**src/rtl/clkfreq_pkg.sv**
```systemverilog
package clkfreq_pkg;

  // Measurement result handed from a meter to the status bank.
  typedef struct packed {
    logic done;
    logic pass;
  } meas_res_t;

  // Deviation in master cycles allowed around the expected count.
  function automatic longint unsigned tol_cycles(input longint unsigned expected,
                                                 input longint unsigned ppm);
    return (expected * ppm) / 64'd1000000;
  endfunction

endpackage

```
**src/rtl/clkfreq_edge_sync.sv**
```systemverilog
module clkfreq_edge_sync #(
  parameter int STAGES = 2
) (
  input  logic mclk,
  input  logic rst,
  input  logic async_i,
  output logic rise_o
);

  localparam int DEPTH = STAGES + 1;

  logic [DEPTH-1:0] pipe_q;

  always_ff @(posedge mclk) begin
    if (rst) begin
      pipe_q <= '0;
    end else begin
      pipe_q <= {pipe_q[DEPTH-2:0], async_i};
    end
  end

  // Rising edge seen on the last synchronized stage.
  assign rise_o = pipe_q[DEPTH-2] & ~pipe_q[DEPTH-1];

endmodule

```
**src/rtl/clkfreq_window_meter.sv**
```systemverilog
module clkfreq_window_meter
  import clkfreq_pkg::*;
#(
  parameter int NOM_CYC   = 20,
  parameter int WIN_EDGES = 16,
  parameter int TOL_PPM   = 10000
) (
  input  logic      mclk,
  input  logic      rst,
  input  logic      rise_i,
  output meas_res_t res_o
);

  localparam longint unsigned EXP_CNT = longint'(NOM_CYC) * longint'(WIN_EDGES);
  localparam longint unsigned DEV_CNT = tol_cycles(EXP_CNT, longint'(TOL_PPM));
  localparam longint unsigned LO_CNT  = EXP_CNT - DEV_CNT;
  localparam longint unsigned HI_CNT  = EXP_CNT + DEV_CNT;
  localparam int CNT_W = $clog2(HI_CNT + 2);
  localparam int EDG_W = $clog2(WIN_EDGES + 1);
  localparam logic [CNT_W-1:0] LO_V   = CNT_W'(LO_CNT);
  localparam logic [CNT_W-1:0] HI_V   = CNT_W'(HI_CNT);
  localparam logic [EDG_W-1:0] LAST_E = EDG_W'(WIN_EDGES - 1);

  logic [CNT_W-1:0] cnt_q;
  logic [EDG_W-1:0] edg_q;
  logic             armed_q;
  meas_res_t        res_q;

  logic [CNT_W-1:0] elapsed;
  logic             over;
  logic             last_edge;

  assign elapsed   = cnt_q + CNT_W'(1);
  assign over      = (elapsed > HI_V);
  assign last_edge = rise_i && armed_q && (edg_q == LAST_E);

  always_ff @(posedge mclk) begin
    if (rst) begin
      cnt_q   <= '0;
      edg_q   <= '0;
      armed_q <= 1'b0;
      res_q   <= '0;
    end else begin
      res_q.done <= 1'b0;
      if (over) begin
        // Window ran past the upper limit: too slow or stopped.
        res_q.done <= 1'b1;
        res_q.pass <= 1'b0;
        armed_q    <= 1'b0;
        cnt_q      <= '0;
        edg_q      <= '0;
      end else if (rise_i && !armed_q) begin
        armed_q <= 1'b1;
        cnt_q   <= '0;
        edg_q   <= '0;
      end else if (last_edge) begin
        // Closing edge doubles as the next window's opening edge.
        res_q.done <= 1'b1;
        res_q.pass <= (elapsed >= LO_V);
        cnt_q      <= '0;
        edg_q      <= '0;
      end else begin
        cnt_q <= elapsed;
        if (rise_i) begin
          edg_q <= edg_q + EDG_W'(1);
        end
      end
    end
  end

  assign res_o = res_q;

endmodule

```
**src/rtl/clkfreq_status_bank.sv**
```systemverilog
module clkfreq_status_bank
  import clkfreq_pkg::*;
#(
  parameter int NUM_IN = 4
) (
  input  logic              mclk,
  input  logic              rst,
  input  meas_res_t         res_i [NUM_IN],
  input  logic              chk_en_i,
  input  logic [NUM_IN-1:0] clr_i,
  input  logic [NUM_IN-1:0] irq_en_i,
  output logic [NUM_IN-1:0] valid_o,
  output logic [NUM_IN-1:0] chg_o,
  output logic              irq_o,
  output logic [NUM_IN-1:0] sel_ok_o
);

  logic [NUM_IN-1:0] valid_q, chg_q, sel_q;
  logic [NUM_IN-1:0] valid_nxt, flip, chg_nxt;
  logic              irq_q;

  for (genvar g = 0; g < NUM_IN; g++) begin : g_lane
    always_comb begin
      if (!chk_en_i) begin
        valid_nxt[g] = 1'b1;
      end else if (res_i[g].done) begin
        valid_nxt[g] = res_i[g].pass;
      end else begin
        valid_nxt[g] = valid_q[g];
      end
    end
  end

  assign flip    = valid_nxt ^ valid_q;
  assign chg_nxt = (chg_q & ~clr_i) | flip;

  always_ff @(posedge mclk) begin
    if (rst) begin
      valid_q <= '0;
      sel_q   <= '0;
      chg_q   <= '0;
      irq_q   <= 1'b0;
    end else begin
      valid_q <= valid_nxt;
      sel_q   <= valid_nxt;
      chg_q   <= chg_nxt;
      irq_q   <= |(chg_q & irq_en_i);
    end
  end

  assign valid_o  = valid_q;
  assign chg_o    = chg_q;
  assign irq_o    = irq_q;
  assign sel_ok_o = sel_q;

endmodule

```
**src/rtl/clkfreq_guard.sv**
```systemverilog
module clkfreq_guard
  import clkfreq_pkg::*;
#(
  parameter int NUM_IN    = 4,
  parameter int SYNC_FF   = 2,
  parameter int NOM_CYC   = 20,
  parameter int WIN_EDGES = 16,
  parameter int TOL_PPM   = 10000
) (
  input  logic              mclk,
  input  logic              rst,
  input  logic [NUM_IN-1:0] ref_clk_i,
  input  logic              chk_en_i,
  input  logic [NUM_IN-1:0] clr_i,
  input  logic [NUM_IN-1:0] irq_en_i,
  output logic [NUM_IN-1:0] valid_o,
  output logic [NUM_IN-1:0] chg_o,
  output logic              irq_o,
  output logic [NUM_IN-1:0] sel_ok_o
);

  logic [NUM_IN-1:0] rise;
  meas_res_t         res [NUM_IN];

  for (genvar g = 0; g < NUM_IN; g++) begin : g_in
    clkfreq_edge_sync #(
      .STAGES (SYNC_FF)
    ) sync_i (
      .mclk    (mclk),
      .rst     (rst),
      .async_i (ref_clk_i[g]),
      .rise_o  (rise[g])
    );

    clkfreq_window_meter #(
      .NOM_CYC   (NOM_CYC),
      .WIN_EDGES (WIN_EDGES),
      .TOL_PPM   (TOL_PPM)
    ) meter_i (
      .mclk   (mclk),
      .rst    (rst),
      .rise_i (rise[g]),
      .res_o  (res[g])
    );
  end

  clkfreq_status_bank #(
    .NUM_IN (NUM_IN)
  ) status_i (
    .mclk     (mclk),
    .rst      (rst),
    .res_i    (res),
    .chk_en_i (chk_en_i),
    .clr_i    (clr_i),
    .irq_en_i (irq_en_i),
    .valid_o  (valid_o),
    .chg_o    (chg_o),
    .irq_o    (irq_o),
    .sel_ok_o (sel_ok_o)
  );

endmodule

```
**config.mk**
```make
export PLATFORM = sky130hd
export DESIGN_NAME = clkfreq_guard
export DESIGN_NICKNAME = d
export VERILOG_FILES = /design/src/rtl/clkfreq_pkg.sv /design/src/rtl/clkfreq_edge_sync.sv /design/src/rtl/clkfreq_window_meter.sv /design/src/rtl/clkfreq_status_bank.sv /design/src/rtl/clkfreq_guard.sv
export SDC_FILE = /design/constraint.sdc
export NUM_CORES = 1
export LEC_CHECK = 0
export ABC_AREA = 1
export BUFFER_PORTS_ARGS = -buffer_cell sky130_fd_sc_hd__buf_2
export CAP_MARGIN = 20
export CORE_MARGIN = 2
export CORE_UTILIZATION = 55
export DETAILED_ROUTE_END_ITERATION = 7
export GPL_TIMING_DRIVEN = 0
export PLACE_DENSITY = 0.72
export SLEW_MARGIN = 20
export SYNTH_ARGS = -nofsm -noshare
export SYNTH_HDL_FRONTEND = slang
export SYNTH_SLANG_ARGS = --single-unit
```
**constraint.sdc**
```tcl
create_clock -name mclk -period 2.8 [get_ports mclk]
set_clock_uncertainty 0.15 [all_clocks]
set_input_delay 0.56 -clock mclk [delete_from_list [all_inputs] [get_ports mclk]]
set_output_delay 0.56 -clock mclk [all_outputs]
set_load 0.02 [all_outputs]
```
# After elaboration in Yosys (flattened, before gate mapping)
# Index checks and enable logic that the tools add are counted.
# word_totals
input_bits	15
wordCells	113
out_inout_bits	13
reg_bits	89
# op_classes
eq_ne	4
magnitude_cmp	8
n_reduce_logical	29
muxes	20
n_addsub	8
bitwise_logic	17
# op_table
op	count
adder 9 x 1 -> 9 bit (second input constant)	4
greater-or-equal comparator 9 bit (second input constant)	4
> comparator 9 bit (second input constant)	4
two-way mux 2 bit	12
adder 5 x 1 -> 5 bit (second input constant)	4
== test 5 x 4 -> 1 bit (second input constant)	4
OR reduction 4 bit	5
logical AND 1 bit	12
AND 4 bit	2
two-way mux 1 bit	8
NOT 1 bit	8
AND reduction 2 bit	4
OR reduction 2 bit	4
AND 1 bit	4
logical NOT 1 bit	4
NOT 4 bit	1
OR 4 bit	1
XOR 4 bit	1

# Longest topological paths before layout
# Gate-level depths: netlist (run 1).
# logic_depth
word_depth	7
mapped_depth	13
depth_no_buf	13

# Hierarchy
# Synthesis (run 1) repeated with hierarchy kept, for this count alone.
# unflattened
cells_unflattened	664
area_unflattened_um2	4667.0
# by_module_without_submodules
mod	cells_each	seq_area_each_um2	area_per_inst_um2	instances
clkfreq_window_meter at g_in[0].meter_i ...	138	340.3	970.9	3
clkfreq_window_meter at g_in[3].meter_i	132	340.3	935.9	1
clkfreq_status_bank	78	180.2	473.0	1
clkfreq_edge_sync	10	60.1	86.3	4

# Least setup slack after synthesis (run 1)
# OpenSTA, ideal clock, no wires.
# synth_timing
path_type	register to register
from	register g_in[2].meter_i.cnt_q[1]
to	register g_in[2].meter_i.cnt_q[5]
period_less_slack_ps	1766
setup_ps	116
path_slack_ps	1034
t_arrival_ps	1500
path_stages_with_launch	14
path_cell_list	dfxtp_1 -> ha_1 -> nand2_1 -> nor2_2 -> nand2_1 -> nand2_1 -> nand2_2 -> nor2_1 -> nand2_1 -> nand2_1 -> nand2_2 -> nand3_4 -> buf_6 -> nor2_1
# synth_via
elab_chain_len	3
# synth_lines
element	line	source
start: declaration	clkfreq_window_meter.sv:24	logic [CNT_W-1:0] cnt_q;
start signal: assignment	clkfreq_window_meter.sv:63	cnt_q <= elapsed;
adder 9 x 1 -> 9 bit *	clkfreq_window_meter.sv:33	assign elapsed = cnt_q + CNT_W'(1);
> comparator 9 bit	clkfreq_window_meter.sv:34	assign over = (elapsed > HI_V);
OR reduction 4 bit (no line)	n/a	
# Mark *: on every way between the ends. The rest lies on a longest branch, timed or not.
# A chain may end at the register's enable or synchronous reset.

# Worst setup path in the final report (run 1)
# Ends and elaborated chain as after synthesis.

==> flow_summary.toml, run 1 <==
[sta]
fin_crit_sh_pct = 78.02
setup_viol = 0
slew_headroom_pct = 58.17
max_freq_mhz = 457.7
hold_violations = 0
whs_ns = 0.2542
drv_slew = 0
fin_setup_tns_ns = 0
worst_pin_slew_ns = 0.6251
rsz0062_at_grt = "no"
fin_crit_ns = 2.185

[synthesis]
synth_edf_count = 0
yosysWarningCount = 0
synth_fp_nets = 639
async_flop_share_pct = 0
syn-cell-area_sq_mm = 0.004388
ys_seq_area_share_pct = 40.60
synth_ff_type = "dfxtp_1"
synthCells = 604
yosysUniqueCellTypes = 36
synth-seq-cells = 89
syn_avg_cell_area_sq_um = 7.265

[setup_path]
critPathKind = "reg -> reg"
crit_required_ns = 2.89
arrival_ns = 2.28
crit_fanout = 10
critPathLaunchType = "flop"
endpoint_kind = "flop"

[worst_hold_path]
worstHoldPathType = "reg -> reg"

[global_routing]
gr-total-overflow = 0
grt_pass1_wl_mm = 13.90
grt_max_degree = 16
grtUsageTotal_pct = 19.74
antenna_found_initial = 0
first_global_vias = 3381

[power_and_ir_drop]
power.density_mw_per_mm2 = 522.5
p_leak_nw = 2.127
ir_drop_v = 0.0003781

[clock_tree]
cts.clk_slew.worst_paths_ns = 0.09
cts_max_level = 3
clock_path_buffers = 2
tritoncts = "done"
cts_root_buf = "clkbuf_8"
post_cts_resized = 0
cts_buffers = 9
worst_skew_pair.late_latency_ns = 0.35
post_cts_buffers = 0
hold_buffers = 0
cts.sinks = 89

[detailed_routing]
dr.pass1.iters = 4
dr.first_iter.drc_count = 63
avgViaCountPerCell = 4.733
final_antenna_net_count = 0
drt-total-wl_mm = 7.991
wire_per_inst_um = 10.67
dr_total_vias = 3545
drcViolationCount = 0

[floorplan]
start_util_pct = 56.78
die_area_sq_mm = 0.008709
num_rows = 32
die_y_um = 93.32
ios = 28
die_w_um = 93.32
core_area_sq_mm = 0.007727

[finish]
antenna_cells = 0
syn2layout_area_growth_pct = 10.98
mostFrequentLayoutCells = "nand2_1, inv_1, nor2_1"
layout.nets = 677
final_common_cell = "nand2_1"
fin_util_pct = 63.02
drive_gt1_share_pct = 15.92

[placed_design]
dp_hpwl_mm = 6.024
gp_congestion = 0.8244
numPortBuffers = 27

[job]
drv_cap = 0

[outcome]
status = "finished clean"
==> per-stage QoR <==
stage,area [sq um],cells,setup slack (ns),power [mW]
detailed placement,4651,733,0.7737,1.623
floorplan,4388,604,1.034,1.553
CTS,4870,749,0.6575,2.567
global placement,4651,733,0.8334,1.614
global route,4870,749,0.5201,2.658
finish,4870,749,0.6153,2.544
==> Yosys cell counts, drive strengths merged, types with 2 or more instances <==
cell type / instances / area [sq um]
nand2: 148 / 573.1
o21ai: 16 / 80.07
mux2i: 4 / 40.04
or2: 3 / 18.77
buf: 9 / 76.32
nor3: 2 / 10.01
o31ai: 2 / 15.01
nand4: 8 / 56.30
xor2: 12 / 112.6
nand3b: 4 / 30.03
inv: 96 / 360.3
clkbuf: 2 / 7.510
xnor2: 7 / 61.31
and3: 4 / 25.02
nor2: 126 / 565.5
nand3: 34 / 217.7
dfxtp: 89 / 1782
a21oi: 10 / 50.05
ha: 20 / 250.2
o211ai: 3 / 22.52
==> area by class of cell <==
type	count	area [sq um]
Buffer	11	83.83
Fill cell	693	2858
Timing Repair Buffer	27	135.1
Clock inverter	7	95.09
Multi-Input combinational cell	407	2158
Tap cell	102	127.6
Inverter	97	364.1
Sequential cell	89	1782
Clock buffer	9	123.9
==> state kept, by name, indices dropped and copies added (netlist names) <==
| signal | flops |
|---|---|
| g_in.meter_i.cnt_q | 36 |
| status_i.irq_o | 1 |
| g_in.meter_i.armed_q | 4 |
| status_i.chg_o | 4 |
| g_in.meter_i.edg_q | 20 |
| status_i.valid_o | 4 |
| g_in.sync_i.pipe_q | 12 |
| g_in.meter_i.res_o | 8 |
==> worst max-delay path: stages, from the launching register on <==
cell	delay (ns)
dfxtp_1	0.43
ha_1	0.25
nand2_1	0.11
nor2_2	0.14
nand2_1	0.07
nand2_1	0.08
nand2_2	0.09
nor2_1	0.16
nand2_1	0.09
nand2_1	0.08
nand2_2	0.08
nand3_4	0.09
buf_6	0.18
nor2_1	0.05
==> logic make-up after synthesis <==
family / count (synthesis) / share of synthesized area, %
AOI/OAI and AO/OA: 34 / 4.363
xor gates and xnor gates: 19 / 3.964
adders and majority gates: 20 / 5.703
buffers and inverters: 108 / 10.21
DFF: 89 / 40.60
muxes: 4 / 0.9125
and+or+nand+nor: 330 / 34.25
==> metal layers <==
layer  GRT usage (%)  vias to the layer above  part of all wire, %
met3           3.223                       14                  1.9
met2           35.01                       33                   48
li1                -                     1914                    -
met5               0                        -                    0
met1           23.46                     1584                   48
met4           8.456                        0                  1.8
==> final timing paths <==
check                                       from                                  end  slack, ns  cells past startpoint
max          g_in[2].meter_i.cnt_q[1]$_SDFF_PP0_  g_in[2].meter_i.cnt_q[5]$_SDFF_PP0_       0.62                     13
min          g_in[3].sync_i.pipe_q[0]$_SDFF_PP0_  g_in[3].sync_i.pipe_q[1]$_SDFF_PP0_       0.25                      2
max reg2reg  g_in[2].meter_i.cnt_q[1]$_SDFF_PP0_  g_in[2].meter_i.cnt_q[5]$_SDFF_PP0_       0.62                     13
min reg2reg  g_in[3].sync_i.pipe_q[0]$_SDFF_PP0_  g_in[3].sync_i.pipe_q[1]$_SDFF_PP0_       0.25                      2
==> where the power goes <==
part	total [mW]	switching, mW	internal [mW]
clock	0.953	0.453	0.500
sequential	1.35	0.0384	1.31
combinational	0.246	0.148	0.0980
total	2.54	0.639	1.90
(Power assumes the default switching activity.)
==> run 2: changes to the inputs <==
--- a/config.mk
+++ b/config.mk
@@ -12,7 +12,7 @@
 export CORE_UTILIZATION = 55
 export DETAILED_ROUTE_END_ITERATION = 7
 export GPL_TIMING_DRIVEN = 0
-export PLACE_DENSITY = 0.72
+export PLACE_DENSITY = 0.75
 export SLEW_MARGIN = 20
 export SYNTH_ARGS = -nofsm -noshare
 export SYNTH_HDL_FRONTEND = slang
==> constraint.sdc (replaced) <==
create_clock -name mclk -period 1.8 [get_ports mclk]
set_clock_uncertainty 0.15 [all_clocks]
set_input_delay 0.36 -clock mclk [delete_from_list [all_inputs] [get_ports mclk]]
set_output_delay 0.36 -clock mclk [all_outputs]
set_load 0.02 [all_outputs]
==> run 2 against run 1 <==
Compared with the run above:
- the run now ends with negative setup slack left
- combinational power grew 140%
- flip-flop and latch count unchanged
- power grew 61%
- final cell count increased by 4.7%
- setup slack got worse by 0.69 ns
- fmax is 17% higher
- die area unchanged
- highest routed layer unchanged
==> flow_summary.toml, run 2 (same netlist as run 1, synthesis figures left out) <==
[clock_tree]
cts_buffers = 9
cts.sinks = 89
hold_buffers = 0
worst_skew_pair.late_latency_ns = 0.35
cts_root_buf = "clkbuf_8"
cts_max_level = 3
clock_path_buffers = 2
tritoncts = "done"
cts.clk_slew.worst_paths_ns = 0.09

[power_and_ir_drop]
power.density_mw_per_mm2 = 718.1
p_leak_nw = 2.411
ir_drop_v = 0.0005993

[setup_path]
worst_r2r_endpoint = "g_in[2].meter_i.edg_q[3]$_SDFFE_PP0P_"
crit_fanout = 5
r2r_slack_ns = -0.07
arrival_ns = 1.96
ff2ff_path_depth = 13
critPathKind = "reg -> reg"
crit_required_ns = 1.88
critPathLaunchType = "flop"
endpoint_kind = "flop"
timing.rr.start = "g_in[2].meter_i.cnt_q[0]$_SDFF_PP0_"

[detailed_routing]
drcViolationCount = 0
final_antenna_net_count = 0
drt-total-wl_mm = 9.758
avgViaCountPerCell = 4.982
dr.pass1.iters = 4
wire_per_inst_um = 12.45
dr_total_vias = 3906
dr.first_iter.drc_count = 146

[floorplan]
die_area_sq_mm = 0.008709
start_util_pct = 56.78
die_w_um = 93.32
die_y_um = 93.32
core_area_sq_mm = 0.007727
num_rows = 32
ios = 28

[sta]
max_freq_mhz = 533.6
fin_crit_ns = 1.874
rsz0062_at_grt = "yes"
setup_viol = 56
slew_headroom_pct = 61.74
hold_violations = 0
fin_crit_sh_pct = 104.1
fin_setup_tns_ns = -2.030
setup_slack_ns = -0.07423
drv_slew = 0
whs_ns = 0.06868
worst_pin_slew_ns = 0.5739

[worst_hold_path]
worstHoldPathType = "in -> reg"
holdPathEnd = "g_in[2].sync_i.pipe_q[0]$_SDFF_PP0_"
worstHoldPathCells = 3
min-delay-start = "ref_clk_i[2]"

[finish]
mostFrequentLayoutCells = "nand2_1, inv_1, dfxtp_1"
fin_cells = 784
antenna_cells = 0
design_area_sq_mm = 0.005688
regMostFlops = "g_in.meter_i.cnt_q"
final_common_cell = "nand2_1"
largest_reg_flops = 36
layout.nets = 713
syn2layout_area_growth_pct = 29.63
reg_top3 = "g_in.meter_i.cnt_q x36, g_in.meter_i.edg_q x20, g_in.sync_i.pipe_q x12"
drive_gt1_share_pct = 33.14

[job]
drv_cap = 0

[global_routing]
first_global_vias = 3723
grtUsageTotal_pct = 22.60
antenna_found_initial = 0
gr-total-overflow = 0
grt_pass1_wl_mm = 15.88
grt_max_degree = 14

[outcome]
violations = "negative setup slack"
status = "complete, but fails checks"

[placed_design]
gp_congestion = 0.8645
numPortBuffers = 27
place_inst = 733
place_area_sq_mm = 0.004651
dp_hpwl_mm = 5.809
==> run 2: cell types whose count changed in the layout (fill, tap and decap cells not counted), sizes merged <==
cell	change
inv	-2
clkinvlp	-2
clkinv	+1
bufinv	-1
clkbuf	+3
buf	+36
==> run 2: report_power, final <==
group	switching, mW	leakage [nW]	total (mW)	internal, mW
registers	0.0690	0.733	2.10	2.03
logic	0.319	1.58	0.595	0.276
clock network	0.678	0.102	1.39	0.708
==> run 2: worst max-delay path by stage <==
| stage | from | endpoint | depth (start not counted) |
|---|---|---|---|
| floorplan | g_in[2].meter_i.cnt_q[1]$_SDFF_PP0_ | g_in[2].meter_i.cnt_q[5]$_SDFF_PP0_ | 13 |
| global placement | g_in[3].meter_i.cnt_q[1]$_SDFF_PP0_ | g_in[3].meter_i.edg_q[4]$_SDFFE_PP0P_ | 10 |
| detailed placement | g_in[3].meter_i.cnt_q[1]$_SDFF_PP0_ | g_in[3].meter_i.cnt_q[7]$_SDFF_PP0_ | 10 |
| CTS | g_in[2].meter_i.cnt_q[1]$_SDFF_PP0_ | g_in[2].meter_i.edg_q[3]$_SDFFE_PP0P_ | 13 |
| global route | g_in[2].meter_i.cnt_q[0]$_SDFF_PP0_ | g_in[2].meter_i.edg_q[2]$_SDFFE_PP0P_ | 13 |
| finish | g_in[2].meter_i.cnt_q[0]$_SDFF_PP0_ | g_in[2].meter_i.edg_q[3]$_SDFFE_PP0P_ | 13 |
==> run 2: per-stage QoR <==
step	power, mW	setup WS [ns]	utilization [%]
6_report	4.085	-0.07423	73.61
5_1_grt	4.246	-0.2045	73.61
4_1_cts	4.038	-0.05142	70.27
3_5_place_dp	2.521	-0.2348	60.18
3_3_place_gp	2.508	-0.1659	60.18
2_1_floorplan	2.415	0.03382	-
==> run 2: timing repair <==
item	CTS	global route
endpoints found under the setup margin	63	67
buffers inserted	26	9
endpoints found under the hold margin	0	0
gates cloned	4	0
resized for setup	77	76
pin swaps	22	27
==> run 2: routing by layer <==
layer / share of wire, % / GRT usage [%] / wire [um] / vias to the layer above
met2: 51 / 41.97 / 5018 / 87
met4: 1.9 / 7.966 / 184 / 0
met1: 43 / 26.43 / 4197 / 1803
li1: - / - / - / 2000
met5: 0 / 0 / 0 / -
met3: 3.7 / 2.981 / 357 / 16
==> run 2: cell type report <==
class / instances / area [sq um]
Fill cell: 556 / 2039
Multi-Input combinational cell: 407 / 2585
Timing Repair Buffer: 64 / 499.2
Tap cell: 102 / 127.6
Clock buffer: 12 / 155.1
Clock inverter: 3 / 40.04
Buffer: 10 / 87.58
Sequential cell: 89 / 1819
Inverter: 97 / 374.1
==> run 2: worst max-delay path: stages (launching register included) <==
cell and delay, ns:
dfxtp_4 0.39, ha_4 0.17, nand2_4 0.07, nor2_4 0.11, nand2_1 0.06, nand2_1 0.08, nand2_2 0.07, nor2_1 0.13
nand2_1 0.08, nand2_1 0.08, nand2_2 0.07, nand3_4 0.11, buf_8 0.15, nor2_4 0.04
